<file path="src/rtl/i2c_irq_pkg.sv">
package i2c_irq_pkg;
  localparam int BYTE_W  = 8;
  localparam int SADDR_W = BYTE_W - 1;
  localparam int STAT_W  = 8;

  // status word bit positions (software decodes these)
  localparam int ST_TDRE = STAT_W - 1;
  localparam int ST_RDRF = STAT_W - 2;
  localparam int ST_SAM  = STAT_W - 3;
  localparam int ST_GCA  = STAT_W - 4;
  localparam int ST_DIR  = STAT_W - 5;

  localparam logic [BYTE_W-1:0] GCALL_CODE = '0;
  localparam logic [BYTE_W-1:0] SBYTE_CODE = BYTE_W'(1);

  typedef enum logic [1:0] {
    TXK_TEN_FIRST = 2'b00,
    TXK_ADDR_LAST = 2'b01,
    TXK_DATA      = 2'b10,
    TXK_OTHER     = 2'b11
  } tx_kind_e;

  function automatic logic is_general_code(input logic [BYTE_W-1:0] b);
    return (b == GCALL_CODE) || (b == SBYTE_CODE);
  endfunction
endpackage

</file>
<file path="src/rtl/i2c_txe_flag.sv">
module i2c_txe_flag
  import i2c_irq_pkg::*;
(
  input  logic              clk,
  input  logic              rst_n,
  input  logic              en,
  input  logic              shift_first,
  input  logic [1:0]        kind,
  input  logic              rw_bit,
  input  logic              wr_stb,
  input  logic [BYTE_W-1:0] wdata,
  output logic              tdre,
  output logic [BYTE_W-1:0] tx_byte
);
  logic qual;

  always_comb begin
    unique case (tx_kind_e'(kind))
      TXK_TEN_FIRST: qual = 1'b1;
      TXK_ADDR_LAST: qual = ~rw_bit;
      TXK_DATA:      qual = 1'b1;
      default:       qual = 1'b0;
    endcase
  end

  always_ff @(posedge clk or negedge rst_n) begin
    if (!rst_n)                  tdre <= 1'b0;
    else if (!en)                tdre <= 1'b0;
    else if (wr_stb)             tdre <= 1'b0;
    else if (shift_first && qual) tdre <= 1'b1;
  end

  always_ff @(posedge clk or negedge rst_n) begin
    if (!rst_n)      tx_byte <= '0;
    else if (wr_stb) tx_byte <= wdata;
  end
endmodule

</file>
<file path="src/rtl/i2c_addr_match.sv">
module i2c_addr_match
  import i2c_irq_pkg::*;
(
  input  logic               clk,
  input  logic               rst_n,
  input  logic               en,
  input  logic               slave,
  input  logic               gce,
  input  logic [SADDR_W-1:0] own_addr,
  input  logic               rx_valid,
  input  logic               rx_is_addr,
  input  logic [BYTE_W-1:0]  rx_byte,
  input  logic               stat_rd,
  output logic               sam,
  output logic               gca,
  output logic               dir,
  output logic               hit
);
  logic addr_ev, uni, gen, match;

  assign addr_ev = en && slave && rx_valid && rx_is_addr;
  assign uni     = (rx_byte[BYTE_W-1:1] == own_addr);
  assign gen     = gce && is_general_code(rx_byte);
  assign match   = uni || gen;

  always_ff @(posedge clk or negedge rst_n) begin
    if (!rst_n) begin
      sam <= 1'b0; gca <= 1'b0; dir <= 1'b0; hit <= 1'b0;
    end else if (!en) begin
      sam <= 1'b0; gca <= 1'b0; dir <= 1'b0; hit <= 1'b0;
    end else begin
      if (addr_ev) hit <= match;
      if (addr_ev && match) begin
        sam <= 1'b1;
        gca <= gen;
        dir <= rx_byte[0];
      end else if (stat_rd) begin
        sam <= 1'b0;
      end
    end
  end
endmodule

</file>
<file path="src/rtl/i2c_rxf_flag.sv">
module i2c_rxf_flag
  import i2c_irq_pkg::*;
(
  input  logic              clk,
  input  logic              rst_n,
  input  logic              en,
  input  logic              slave,
  input  logic              irm,
  input  logic              hit,
  input  logic              rx_valid,
  input  logic              rx_is_addr,
  input  logic [BYTE_W-1:0] rx_byte,
  input  logic              rd_stb,
  output logic              rdrf,
  output logic [BYTE_W-1:0] rdata
);
  logic qual, take;

  // slave without interactive mode: only data after a matched address
  assign qual = !slave || irm || (!rx_is_addr && hit);
  assign take = en && rx_valid && qual;

  always_ff @(posedge clk or negedge rst_n) begin
    if (!rst_n)      rdrf <= 1'b0;
    else if (!en)    rdrf <= 1'b0;
    else if (take)   rdrf <= 1'b1;
    else if (rd_stb) rdrf <= 1'b0;
  end

  always_ff @(posedge clk or negedge rst_n) begin
    if (!rst_n)    rdata <= '0;
    else if (take) rdata <= rx_byte;
  end
endmodule

</file>
<file path="src/rtl/i2c_irq_status.sv">
module i2c_irq_status
  import i2c_irq_pkg::*;
(
  input  logic               clk,
  input  logic               rst_n,
  input  logic               ctl_enable,
  input  logic               ctl_slave,
  input  logic               ctl_tx_ien,
  input  logic               ctl_irm,
  input  logic               ctl_gcall_en,
  input  logic [SADDR_W-1:0] ctl_own_addr,
  input  logic               tx_first_bit,
  input  logic [1:0]         tx_kind,
  input  logic               tx_rw,
  input  logic               rx_byte_valid,
  input  logic               rx_byte_is_addr,
  input  logic [BYTE_W-1:0]  rx_byte_data,
  input  logic               rx_last_bit,
  input  logic               sw_rd_stat,
  input  logic               sw_rd_data,
  input  logic               sw_wr_data,
  input  logic [BYTE_W-1:0]  sw_wdata,
  output logic [STAT_W-1:0]  stat,
  output logic [BYTE_W-1:0]  rx_data,
  output logic [BYTE_W-1:0]  tx_data,
  output logic               irq,
  output logic               scl_hold
);
  logic tdre, rdrf, sam, gca, dir, hit;

  i2c_txe_flag u_txe (
    .clk(clk), .rst_n(rst_n), .en(ctl_enable),
    .shift_first(tx_first_bit), .kind(tx_kind), .rw_bit(tx_rw),
    .wr_stb(sw_wr_data), .wdata(sw_wdata),
    .tdre(tdre), .tx_byte(tx_data)
  );

  i2c_addr_match u_match (
    .clk(clk), .rst_n(rst_n), .en(ctl_enable), .slave(ctl_slave),
    .gce(ctl_gcall_en), .own_addr(ctl_own_addr),
    .rx_valid(rx_byte_valid), .rx_is_addr(rx_byte_is_addr),
    .rx_byte(rx_byte_data), .stat_rd(sw_rd_stat),
    .sam(sam), .gca(gca), .dir(dir), .hit(hit)
  );

  i2c_rxf_flag u_rxf (
    .clk(clk), .rst_n(rst_n), .en(ctl_enable), .slave(ctl_slave),
    .irm(ctl_irm), .hit(hit),
    .rx_valid(rx_byte_valid), .rx_is_addr(rx_byte_is_addr),
    .rx_byte(rx_byte_data), .rd_stb(sw_rd_data),
    .rdrf(rdrf), .rdata(rx_data)
  );

  always_comb begin
    stat          = '0;
    stat[ST_TDRE] = tdre;
    stat[ST_RDRF] = rdrf;
    stat[ST_SAM]  = sam;
    stat[ST_GCA]  = gca;
    stat[ST_DIR]  = dir;
  end

  assign irq      = ctl_enable && ((tdre && ctl_tx_ien) || rdrf || sam);
  assign scl_hold = ctl_enable && rx_last_bit && rdrf;
endmodule

</file>
<file path="config.mk">
export PLATFORM = sky130hd
export DESIGN_NAME = i2c_irq_status
export DESIGN_NICKNAME = d
export VERILOG_FILES = /design/src/rtl/i2c_irq_pkg.sv /design/src/rtl/i2c_txe_flag.sv /design/src/rtl/i2c_addr_match.sv /design/src/rtl/i2c_rxf_flag.sv /design/src/rtl/i2c_irq_status.sv
export SDC_FILE = /design/constraint.sdc
export NUM_CORES = 1
export LEC_CHECK = 0
export BUFFER_PORTS_ARGS = -buffer_cell sky130_fd_sc_hd__buf_2
export CORE_MARGIN = 2
export CORE_UTILIZATION = 45
export DETAILED_ROUTE_END_ITERATION = 12
export PLACE_DENSITY = 0.83
export SYNTH_ARGS = -nofsm -noshare
export SYNTH_HDL_FRONTEND = slang
export SYNTH_SLANG_ARGS = --single-unit
export TNS_END_PERCENT = 100
</file>
<file path="constraint.sdc">
create_clock -name clk -period 2.4 [get_ports clk]
set_input_delay 0.24 -clock clk [delete_from_list [all_inputs] [get_ports clk]]
set_output_delay 0.24 -clock clk [all_outputs]
set_load 0.03 [all_outputs]
</file>
# --- Word-level counts from Yosys, hierarchy flattened ---
# Index checks and enable logic that the tools add are counted.
word_totals:
  in_bits: 40
  wordCells: 58
  register_bits: 22
op_classes:
  eq_ne: 9
  mux: 16
  reduce_logical: 24
  n_bitwise: 1
op_table:
  columns: ["operator", "count"]
  rows:
  - ["1-bit 2-to-1 mux", 15]
  - ["1-bit logical AND", 13]
  - ["3-bit by 1-bit != test with 1-bit output, second input constant", 3]
  - ["8-bit by 1-bit == test with 1-bit output, second input constant", 1]
  - ["8-bit zero test", 1]
  - ["7-bit == test", 1]
  - ["1-bit logical OR", 6]
  - ["2-bit by 1-bit != test with 1-bit output, second input constant", 2]
  - ["2-bit by 1-bit == test with 1-bit output, second input constant", 1]
  - ["2-bit == test, second input constant", 1]
  - ["1-bit zero test", 2]
  - ["2-bit zero test", 1]
  - ["1-bit case mux with 2 select lines", 1]
  - ["2-bit OR reduction", 1]
  - ["1-bit inverter", 1]

# --- Longest topological paths before layout ---
# Gate-level depths: netlist of run 1.
logic_depth:
  word_depth: 7
  depth_mapped: 5
  ltp_nobuf: 4

# --- Hierarchy ---
# Synthesis of run 1 repeated with hierarchy kept, for this count alone.
unflattened:
  hier_cells: 84
  hier_area_um2: 1133.6
by_module_without_submodules:
  columns: ["module", "area_each_um2", "n_inst", "cells_per_inst"]
  rows:
  - ["i2c_txe_flag", 386.6, 1, 22]
  - ["i2c_rxf_flag", 370.4, 1, 23]
  - ["i2c_addr_match", 292.8, 1, 27]
  - ["i2c_irq_status", 83.8, 1, 12]

# --- Worst setup path after synthesis of run 1 ---
# OpenSTA, ideal clock, no wires.
synth_timing:
  path_kind: "input to register"
  start: "input ctl_enable"
  end: "register u_match.gca"
  t_required_ps: 2276
  path_slack_ps: 1125
  arrival_ps: 1151
  path_stages: 5
  cell_sequence: "buf_2 -> nand4_2 -> nor4_2 -> a21oi_1 -> or2_1"
synth_via:
  elab_chain_cells: 5
  word_cells_on_any_way: 6
synth_lines:
  columns: ["element", "line", "rtl"]
  rows:
  - ["start: declaration", "i2c_irq_status.sv:6", "input logic ctl_enable,"]
  - ["1-bit logical AND (3 in series)", "i2c_addr_match.sv:21", "assign addr_ev = en && slave && rx_valid && rx_is_addr;"]
  - ["1-bit logical AND", "i2c_addr_match.sv:33", "if (addr_ev && match) begin"]
  - ["2-bit by 1-bit != test with 1-bit output (no source line)", null, null]
  - ["end signal: assignment", "i2c_addr_match.sv:35", "gca <= gen;"]
  - ["end: declaration", "i2c_addr_match.sv:15", "output logic gca,"]
# Several ways; a longest one is shown, not always the timed one.
# A chain may end at the register's enable or synchronous reset.

# --- Worst setup path after layout of run 1 ---
layout_timing:
  start: "register u_txe.tdre"
  end: "output irq"
layout_via:
  elab_chain_cells: 4
layout_lines:
  columns: ["element", "line", "rtl"]
  rows:
  - ["start: declaration", "i2c_txe_flag.sv:12", "output logic tdre,"]
  - ["start signal: assignment", "i2c_txe_flag.sv:27", "if (!rst_n) tdre <= 1'b0;"]
  - ["start signal: assignment", "i2c_txe_flag.sv:28", "else if (!en) tdre <= 1'b0;"]
  - ["start signal: assignment", "i2c_txe_flag.sv:29", "else if (wr_stb) tdre <= 1'b0;"]
  - ["1-bit logical AND", "i2c_irq_status.sv:63", "assign irq = ctl_enable && ((tdre && ctl_tx_ien) || rdrf || sam);"]
  - ["1-bit logical OR (2 in series)", "i2c_irq_status.sv:63", null]
  - ["1-bit logical AND", "i2c_irq_status.sv:63", null]
  - ["end: declaration", "i2c_irq_status.sv:26", "output logic irq,"]
# No other way between the ends.

==> key figures, run 1 <==
Run status
  – Status: finished, final reports clean

Critical path
  – Max Fanout on Critical Path: 3
  – Crit end category: output port
  – Arrival time worst endpoint: 1.19 ns
  – CP required: 2.16 ns
  – Critical path class: flop to output port
  – Crit path launch type: flop

Clock network
  – Worst-Skew Late Latency: 0.29 ns
  – H-Tree Depth: 1
  – Clock-pin slew on the worst setup and hold paths: 0.12 ns
  – CTS tree: yes
  – Clk buf depth: 2
  – CTS buffer count: 3
  – Clock root cell: clkbuf_4
  – Sink Count: 22

Die
  – Row cnt: 17
  – Number of I/O pins: 66
  – Initial Util: 48.3%
  – Die Width: 53.2 um
  – DIE AREA: 2830 um^2
  – Die Y: 53.2 um
  – Total core area: 2250 um^2

Routing
  – Via-to-Cell Ratio: 4.90
  – Final WL: 2220 um
  – DR iter-0 viols: 3
  – Wire length per cell: 12.9 um
  – Drt first pass iters: 2
  – DRC violations left: 0
  – Vias: 842
  – Routed Antenna Nets: 0

GRT
  – Congestion Overflow GR: 0
  – Largest net degree at the start of global routing: 23
  – First-pass GRT wire length: 3480 um
  – Gr usage total: 16.6%
  – Antenna violations before repair: 0
  – Vias in the first global route: 829

Logic synthesis
  – Mapped Cells: 85
  – Sequential cell area fraction in the yosys report: 50.5%
  – Yosys cell types: 29
  – Number of warnings issued by yosys: 0
  – Leading area contributor after synthesis: dfrtp_1
  – Mapped cell area: 1090 um^2
  – Share of the synthesized area in the top cell type: 50.5%
  – Mean Syn Cell Area: 12.8 um^2
  – Synth top area cells: dfrtp_1, mux2_2, xor2_1
  – Flops & latches, synth: 22

Power
  – Power density over cell area: 668 nW/um^2
  – Clock share of power: 28.9%
  – Maximum vdd drop: 0.434 mV
  – Net switching power: 0.000285 W
  – Seq pwr share: 44.6%
  – Pint: 0.000674 W
  – Switching share of power: 29.7%
  – Logic pwr share: 26.6%
  – Leakage: 0.735 nW
  – Total power: 0.000959 W

STA
  – RSZ-0062 raised after global routing: false
  – Fmax: 0.697 GHz
  – Final Hold Viols: 0
  – Final Cycle Share: 59.8%
  – Worst clock skew: 0.000806 ns
  – Slew Limit Fails: 0
  – Tmin final: 1.43 ns
  – TNS Setup: 0 ns
  – Setup Viol. Count Final: 0

Placement
  – Hpwl dp: 1800 um
  – Number of port buffers: 62
  – Gp weighted congestion: 0.706

Flow run
  – Number of max-cap violations: 0

Min path
  – Worst min-delay path category: input pin to flop

Cells and area
  – Fin nets: 185
  – Area Growth Syn to Fin: 31.8%
  – Ant. Diodes: 0
  – Layout cells sized above 1: 61.8%
==> cell families after synthesis <==
| family | after synthesis | synth area share (%) |
|---|---|---|
| muxes | 17 | 17.5 |
| xor gates and xnor gates | 7 | 5.63 |
| other | 1 | 0.344 |
| and+or+nand+nor | 18 | 12.9 |
| AOI/OAI and AO/OA | 8 | 6.20 |
| DFF | 22 | 50.5 |
| buffers and inverters | 12 | 7.00 |
==> cells in the final DEF, fill, tap and decap left out, types with 2 or more instances in the layout <==
cell / count
conb_1: 3
nand2_1: 6
mux2_2: 16
inv_1: 2
xor2_1: 7
a21oi_1: 2
dfrtp_1: 22
clkbuf_4: 3
buf_2: 62
==> through the flow <==
stage | worst slack (ns) | hold slack [ns] | cells | cell area [um^2] | util (%)
floorplan | 1.13 | -0.0556 | 87 | 1100 | -
global placement | 0.998 | 0.226 | 167 | 1370 | 60.9
detailed placement | 0.974 | 0.233 | 167 | 1370 | 60.9
CTS | 0.931 | 0.105 | 172 | 1440 | 63.7
global route | 0.889 | 0.103 | 172 | 1440 | 63.7
finish | 0.966 | 0.114 | 172 | 1440 | 63.7
==> power groups by stage <==
| stage | Clock [W] | Sequential, W | Combinational (W) |
|---|---|---|---|
| CTS | 0.000285 | 0.000428 | 0.000258 |
| detailed placement | 0 | 0.000435 | 0.000256 |
| finish | 0.000277 | 0.000427 | 0.000255 |
| global placement | 0 | 0.000434 | 0.000250 |
| floorplan | 0 | 0.000513 | 0.0000879 |
| global route | 0.000299 | 0.000432 | 0.000271 |
==> layout make-up <==
class	count	area [um^2]
fill	213	818
sequential	22	551
multi-input combinational	53	470
timing repair buffer	63	320
tap	28	35.0
clock inverter	1	30.0
clock buffer	3	22.5
inverter	2	7.51
==> flip-flops by register name, summed over array words and instances, names as in the netlist <==
register and count:
u_match.hit 1, u_txe.tx_byte 8, u_match.dir 1, u_rxf.rdata 8, u_match.gca 1, u_rxf.rdrf 1, u_match.sam 1, u_txe.tdre 1
==> routing by layer <==
layer | share of wire (%) | global-route usage (%)
met3 | 5.5 | 3.39
met4 | 1.5 | 7.26
met1 | 38 | 19.1
met2 | 55 | 29.2
met5 | 0 | 0
==> critical path: stages, from the launching register on <==
cell	delay [ns]
dfrtp_1	0.41
a211oi_1	0.24
nor2b_1	0.07
buf_2	0.18
==> cell usage after synthesis <==
master and n:
a211oi_1 1, and3_1 1, xor2_1 7, nand3b_1 1, a21boi_1 1, mux2i_1 1
mux2_2 16, dfrtp_1 22, a21oi_2 1, o21bai_1 1, nor3_2 1, nor3b_1 1
nand4_2 1, inv_1 2, buf_4 8, nand2b_1 1, nor4_4 1, conb_1 1
nor4_2 1, a31oi_4 1, nor2b_1 1, nand2_1 6, buf_2 1, or4_4 1
o21ai_0 1, or4b_1 1, or2_1 1, clkbuf_1 1, a21oi_1 2
==> worst paths after layout <==
| check | slack (ns) | depth (start not counted) | startpoint | end |
|---|---|---|---|---|
| max | 0.97 | 3 | u_txe.tdre | irq |
| min | 0.11 | 2 | sw_rd_data | u_rxf.rdrf |
| min reg2reg | 0.52 | 1 | u_txe.tx_byte[0] | u_txe.tx_byte[0] |
| max reg2reg | 1.09 | 3 | u_match.hit | u_rxf.rdata[2] |
| min in group asynchronous | 0.44 | 2 | rst_n | u_txe.tx_byte[5] |
| max in group asynchronous | 1.64 | 2 | rst_n | u_rxf.rdata[2] |
==> what timing repair did <==
action,in CTS,in global routing
endpoints found under the hold margin,22,0
setup buffers,0,0
gates resized for setup,0,0
hold buffers,1,0
No activity file was read; power rests on OpenSTA's default activity.
==> run 2: changes to the inputs <==
--- a/config.mk
+++ b/config.mk
@@ -5,11 +5,12 @@
 export SDC_FILE = /design/constraint.sdc
 export NUM_CORES = 1
 export LEC_CHECK = 0
+export ABC_AREA = 1
 export BUFFER_PORTS_ARGS = -buffer_cell sky130_fd_sc_hd__buf_2
 export CORE_MARGIN = 2
-export CORE_UTILIZATION = 45
+export CORE_UTILIZATION = 38
 export DETAILED_ROUTE_END_ITERATION = 12
-export PLACE_DENSITY = 0.83
+export PLACE_DENSITY = 0.75
 export SYNTH_ARGS = -nofsm -noshare
 export SYNTH_HDL_FRONTEND = slang
 export SYNTH_SLANG_ARGS = --single-unit
==> constraint.sdc (replaced) <==
create_clock -name clk -period 1.15 [get_ports clk]
set_input_delay 0.115 -clock clk [delete_from_list [all_inputs] [get_ports clk]]
set_output_delay 0.115 -clock clk [all_outputs]
set_load 0.03 [all_outputs]
==> run 2 against run 1 <==
Effect of this change:
- the run now ends with setup timing left
- routed wire length increased by 23%
- register-to-register slack got worse by 0.97 ns
- first-iteration DRC count rose to 12 times the previous value
- worst setup slack lost 1.0 ns
- power increased by 110%
==> key figures, run 2 <==
Run status
  – Status: complete, but fails checks
  – Failing checks: setup timing

Logic synthesis
  – Post-synth EDFFs: 0 (unchanged)
  – Yosys cell types: 18 (-38%)
  – Top cells by count, synth: nand2_1, dfrtp_1, inv_1, buf_4
  – Post-synth ARST share: 100% (unchanged)
  – Prevailing post-synth register cell: dfrtp_1
  – Synth top area cells: dfrtp_1, nand2_1, buf_4
  – Share of the synthesized area in the top cell type: 50.4% (-0.12 points)
  – Leading area contributor after synthesis: dfrtp_1
  – Mapped Cells: 131 (+54%)
  – Number of warnings issued by yosys: 0 (unchanged)
  – Mapped cell area: 1090 um^2 (+0.23%)
  – Flops & latches, synth: 22 (unchanged)
  – Sequential cell area fraction in the yosys report: 50.4% (-0.12 points)
  – Mean Syn Cell Area: 8.34 um^2 (-35%)
  – Most instantiated library cell after synthesis: nand2_1

Min path
  – Worst hold start: rx_byte_data[0]
  – Hold endpoint: u_match.dir
  – WHS Path Cells: 3 (+1)
  – Worst min-delay path category: input pin to flop

Critical path
  – CP Launch Point: u_rxf.rdrf
  – FF-to-FF Start: u_match.hit
  – Crit end category: output port
  – R2R depth: 6 (+3)
  – Arrival time worst endpoint: 1.09 ns (-0.10 ns)
  – R2R Setup Slk: 0.12 ns (-0.97 ns)
  – Critical R2R Capture: u_rxf.rdata[7]
  – Critical path class: flop to output port
  – CP required: 1.03 ns (-1.13 ns)
  – Max Fanout on Critical Path: 3 (unchanged)
  – Crit path launch type: flop

Routing
  – Vias: 1055 (+25%)
  – Wire length per cell: 11.7 um (-9.7%)
  – Final WL: 2740 um (+23%)
  – DRC violations left: 0 (unchanged)
  – Drt first pass iters: 4 (+2)
  – Via-to-Cell Ratio: 4.49 (-8.3%)
  – DR iter-0 viols: 36 (+33)
  – Routed Antenna Nets: 0 (unchanged)

STA
  – Final Hold Viols: 0 (unchanged)
  – TNS Setup: -0.0962 ns (-0.0962 ns)
  – Fmax: 0.833 GHz
  – Worst Setup Slack, final: -0.0506 ns (-1.02 ns)
  – Setup Viol. Count Final: 2 (+2)
  – Final Cycle Share: 104%
  – RSZ-0062 raised after global routing: true
  – Slew Limit Fails: 0 (unchanged)
  – Worst clock skew: 0.00243 ns (+0.00162 ns)
  – Tmin final: 1.20 ns

GRT
  – First-pass GRT wire length: 4520 um (+30%)
  – Gr usage total: 18.0% (+1.5 points)
  – Congestion Overflow GR: 0 (unchanged)
  – Largest net degree at the start of global routing: 23 (unchanged)
  – Antenna violations before repair: 0 (unchanged)
  – Vias in the first global route: 997 (+20%)

Cells and area
  – Commonest cells after routing, fill and taps aside: buf_2, nand2_1, dfrtp_1
  – Register Area: 551 um^2 (unchanged)
  – Commonest non-fill, non-tap cell in the layout: buf_2
  – Filler cells: 249 (+17%)
  – Fin nets: 245 (+32%)
  – Footprint of the multi-input gates: 447 um^2 (-5.1%)
  – Top Registers: u_rxf.rdata (8), u_txe.tx_byte (8)
  – Ant. Diodes: 0 (unchanged)
  – Layout cells sized above 1: 40.2% (-22 points)
  – Area Growth Syn to Fin: 46.2%

Power
  – Power density over cell area: 1270 nW/um^2 (+91%)
  – Leakage: 0.917 nW (+25%)
  – Total power: 0.00203 W (+110%)
  – Maximum vdd drop: 0.862 mV (+99%)

Die
  – DIE AREA: 3320 um^2 (+17%)
  – Die Width: 57.6 um (+8.3%)
  – Number of I/O pins: 66 (unchanged)
  – Total core area: 2730 um^2 (+21%)
  – Row cnt: 19 (+2)
  – Initial Util: 40.0% (-8.4 points)
  – Die Y: 57.6 um (+8.3%)

Placement
  – Number of port buffers: 62 (unchanged)
  – Setup WS pre-CTS: 0.0779 ns (-0.896 ns)
  – Gp weighted congestion: 0.804 (+14%)
  – Hpwl dp: 2030 um (+13%)

Clock network
  – Clk buf depth: 2 (unchanged)
  – Worst-Skew Late Latency: 0.32 ns (+0.03 ns)
  – Clock-pin slew on the worst setup and hold paths: 0.13 ns (about the same)
  – Sink Count: 22 (unchanged)
  – H-Tree Depth: 1 (unchanged)
  – Clock root cell: clkbuf_4
  – CTS tree: yes
  – CTS buffer count: 3 (unchanged)

Flow run
  – Number of max-cap violations: 0 (unchanged)
==> run 2: layer usage <==
layer	share of wire (%)	global-route usage, %
met1	42	22.1
met4	2.6	9.30
met3	3.6	2.46
met2	52	31.0
met5	0	0
==> run 2: worst max-delay path by stage <==
| stage | endpoint | slack [ns] | cells past startpoint |
|---|---|---|---|
| 3_5_place_dp | u_match.gca | 0.08 | 7 |
| 5_1_grt | scl_hold | -0.12 | 3 |
| 6_report | irq | -0.05 | 3 |
| 2_1_floorplan | u_rxf.rdata[2] | 0.06 | 6 |
| 3_3_place_gp | u_match.gca | 0.07 | 7 |
| 4_1_cts | irq | -0.08 | 3 |
==> run 2: cells by family (layout without fill, tap and decap cells) <==
kind of cell / count (synthesis) / count (layout) / synth area share (%)
flops: 22 / 22 / 50.4
xor+xnor: 7 / 7 / 5.61
buf+inv: 21 / 92 / 10.3
compound gates: 11 / 11 / 7.10
other cells: 1 / 3 / 0.343
simple gates: 69 / 69 / 26.2
==> run 2: what timing repair did <==
| action | 4_1_cts | 5_1_grt |
|---|---|---|
| gates resized for setup | 2 | 8 |
| buffers inserted | 1 | 1 |
| endpoints found under the setup margin | 2 | 3 |
| hold endpoints to repair | 31 | 0 |
| pin swaps | 1 | 2 |
| hold buffers | 10 | 0 |
| cloned | 0 | 0 |
==> run 2: critical path, stage by stage, from the launching register on <==
cell and delay, ns:
dfrtp_1 0.44, a21oi_2 0.13, a21oi_2 0.07, buf_6 0.13
==> run 2: where the power goes <==
part / internal (W) / total, W / switching (W)
Clock: 0.000353 / 0.000610 / 0.000257
Combinational: 0.000201 / 0.000539 / 0.000338
Sequential: 0.000845 / 0.000885 / 0.0000400
Total: 0.00140 / 0.00203 / 0.000635
==> run 2: cell type report <==
| class | count | share of cell area, % |
|---|---|---|
| Timing Repair Buffer | 77 | 29.2 |
| Multi-Input combinational cell | 90 | 28.0 |
| Inverter | 11 | 2.59 |
| Sequential cell | 22 | 34.5 |
| Clock inverter | 1 | 1.88 |
| Clock buffer | 3 | 1.41 |
| Tap cell | 31 | 2.43 |
==> run 2: per-stage QoR <==
step	util [%]	instance area, um^2	instances	hold WS (ns)
finish	58.4	1600	235	0.00831
global route	58.4	1600	235	0.00753
CTS	57.3	1570	234	0.0119
detailed placement	51.2	1400	219	0.106
global placement	51.2	1400	219	0.103
floorplan	-	1100	133	-0.181
==> run 3: changes to the inputs <==
--- a/config.mk
+++ b/config.mk
@@ -10,6 +10,7 @@
 export CORE_MARGIN = 2
 export CORE_UTILIZATION = 38
 export DETAILED_ROUTE_END_ITERATION = 12
+export GPL_TIMING_DRIVEN = 0
 export PLACE_DENSITY = 0.75
 export SYNTH_ARGS = -nofsm -noshare
 export SYNTH_HDL_FRONTEND = slang
==> constraint.sdc (replaced) <==
create_clock -name clk -period 1 [get_ports clk]
set_input_delay 0.1 -clock clk [delete_from_list [all_inputs] [get_ports clk]]
set_output_delay 0.1 -clock clk [all_outputs]
set_load 0.03 [all_outputs]
==> run 3 against run 2 <==
Effect of this change:
- the run still ends with setup timing left
- non-clock buffer count is 14 higher
- critical path depth stayed put
- combinational power is 51% higher
- largest power group unchanged
==> key figures, run 3 (synthesis gave the netlist of run 2 again) <==
Run status
  – Status: complete, but fails checks
  – Failing checks: setup timing

Die
  – Initial Util: 40.0% (unchanged)
  – Row cnt: 19 (unchanged)
  – Number of I/O pins: 66 (unchanged)
  – DIE AREA: 3320 um^2 (unchanged)
  – Total core area: 2730 um^2 (unchanged)
  – Die Width: 57.6 um (unchanged)
  – Die Y: 57.6 um (unchanged)

Power
  – Power density over cell area: 1280 nW/um^2 (+0.83%)
  – Maximum vdd drop: 1.18 mV (+36%)
  – Leakage: 1.01 nW (+11%)

Routing
  – DR iter-0 viols: 38 (+5.6%)
  – Final WL: 3300 um (+20%)
  – Drt first pass iters: 4 (unchanged)
  – Via-to-Cell Ratio: 4.73 (+5.3%)
  – Routed Antenna Nets: 0 (unchanged)
  – Wire length per cell: 13.3 um (+14%)
  – DRC violations left: 0 (unchanged)
  – Vias: 1177 (+12%)

GRT
  – Gr usage total: 18.1% (+0.022 points)
  – Largest net degree at the start of global routing: 23 (unchanged)
  – Antenna violations before repair: 0 (unchanged)
  – First-pass GRT wire length: 4620 um (+2.1%)
  – Vias in the first global route: 1090 (+9.3%)
  – Congestion Overflow GR: 0 (unchanged)

Clock network
  – CTS tree: yes
  – Sink Count: 22 (unchanged)
  – CTS buffer count: 3 (unchanged)
  – Clock root cell: clkbuf_4
  – H-Tree Depth: 1 (unchanged)
  – Clock-pin slew on the worst setup and hold paths: 0.13 ns (about the same)
  – Worst-Skew Late Latency: 0.31 ns (about the same)
  – Clk buf depth: 2 (unchanged)

Critical path
  – CP required: 0.90 ns (-0.13 ns)
  – Crit end category: output port
  – CP cell instances: nand2_2 > nor2_2 > buf_6
  – Critical path class: flop to output port
  – Crit path launch type: flop
  – Arrival time worst endpoint: 1.11 ns (+0.02 ns)
  – Max Fanout on Critical Path: 3 (unchanged)
  – Critical path's slowest cell: dfrtp_1
  – Worst path top cell family by delay: flip-flops
  – CP Buf/Inv Count: 1 (unchanged)
  – CP max stage delay: 0.41 ns (-0.03 ns)

Placement
  – Setup WS pre-CTS: -0.215 ns (-0.293 ns)
  – Number of port buffers: 61 (-1.6%)
  – Post-Place Cell Area: 1450 um^2 (+3.6%)
  – Hpwl dp: 1970 um (-3.0%)
  – Gp weighted congestion: 0.793 (-1.4%)

Cells and area
  – Area Growth Syn to Fin: 67.7%
  – Filler cells: 227 (-8.8%)
  – Layout cells sized above 1: 46.8% (+6.6 points)
  – Fin nets: 259 (+5.7%)
  – Ant. Diodes: 0 (unchanged)
  – Commonest non-fill, non-tap cell in the layout: nand2_1
  – Commonest cells after routing, fill and taps aside: nand2_1, buf_2, buf_6, dfrtp_1, buf_4
  – Finished Cell Area: 1830 um^2 (+15%)
  – Top Registers: u_rxf.rdata (8), u_txe.tx_byte (8)

Min path
  – Worst min-delay path category: input pin to flop

STA
  – Setup Viol. Count Final: 14 (+12)
  – Tmin final: 1.21 ns
  – Worst Setup Slack, final: -0.209 ns (-0.158 ns)
  – Final Hold Viols: 0 (unchanged)
  – Worst clock skew: 0.00444 ns (+0.00202 ns)
  – TNS Setup: -1.23 ns (-1.13 ns)
  – Final Cycle Share: 121%
  – Slew Limit Fails: 0 (unchanged)
  – RSZ-0062 raised after global routing: true
  – Fmax: 0.827 GHz

Flow run
  – Number of max-cap violations: 0 (unchanged)
[run 3: cell types whose count changed in the layout (fill, tap and decap cells not counted), moves of 6 or more]
cell	previous run	this run
buf_2	59	39
buf_6	3	22
buf_4	5	18
nand2_1	50	44
nand2_2	3	9
[run 3: power breakdown]
| part | leakage [nW] | switching, W | internal (W) |
|---|---|---|---|
| combinational | 0.714 | 0.000431 | 0.000383 |
| sequential | 0.279 | 0.0000652 | 0.000972 |
| clock | 0.0210 | 0.000279 | 0.000222 |
[run 3: repair_timing]
action                     in CTS  in global routing
buffers inserted                2                  8
setup endpoints to repair      18                 29
resized for setup              27                 40
hold buffers                   11                  0
pin swaps                       4                  0
cloned                          1                  0
hold endpoints to repair       32                  0
[run 3: metal layers]
metal	global-route usage, %	wire, um
met5	0	0
met4	12.0	165
met3	2.46	172
met2	31.3	1720
met1	20.7	1240
[run 3: path summary, 6_finish.rpt]
| path | to | slack [ns] | cells past startpoint | from |
|---|---|---|---|---|
| worst max register to register | u_rxf.rdata[0] | -0.09 | 6 | u_match.hit |
| max in group asynchronous | u_txe.tx_byte[6] | 0.40 | 2 | rst_n |
| worst min register to register | u_txe.tx_byte[6] | 0.48 | 2 | u_txe.tx_byte[6] |
| worst min-delay path | u_match.sam | 0.02 | 2 | sw_rd_stat |
| worst max-delay path | scl_hold | -0.21 | 3 | u_rxf.rdrf |
| min in group asynchronous | u_match.hit | 0.26 | 2 | rst_n |
[run 3: metrics by stage]
step	power (W)	cells	hold WS, ns	util (%)
finish	0.00235	249	0.0158	67.0
global route	0.00245	249	0.0316	67.0
detailed placement	0.00162	225	0.105	53.0
global placement	0.00161	225	0.0960	53.0
CTS	0.00220	241	0.0225	61.5
floorplan	0.00139	133	-0.196	-
[run 3: area by class of cell]
cell class	instances	area, um^2	share of cell area (%)
Clock buffer	4	36.3	1.98
Sequential cell	22	551	30.1
Buffer	8	63.8	3.48
Timing Repair Buffer	83	628	34.3
Inverter	11	41.3	2.25
Multi-Input combinational cell	90	473	25.8
Tap cell	31	38.8	2.12
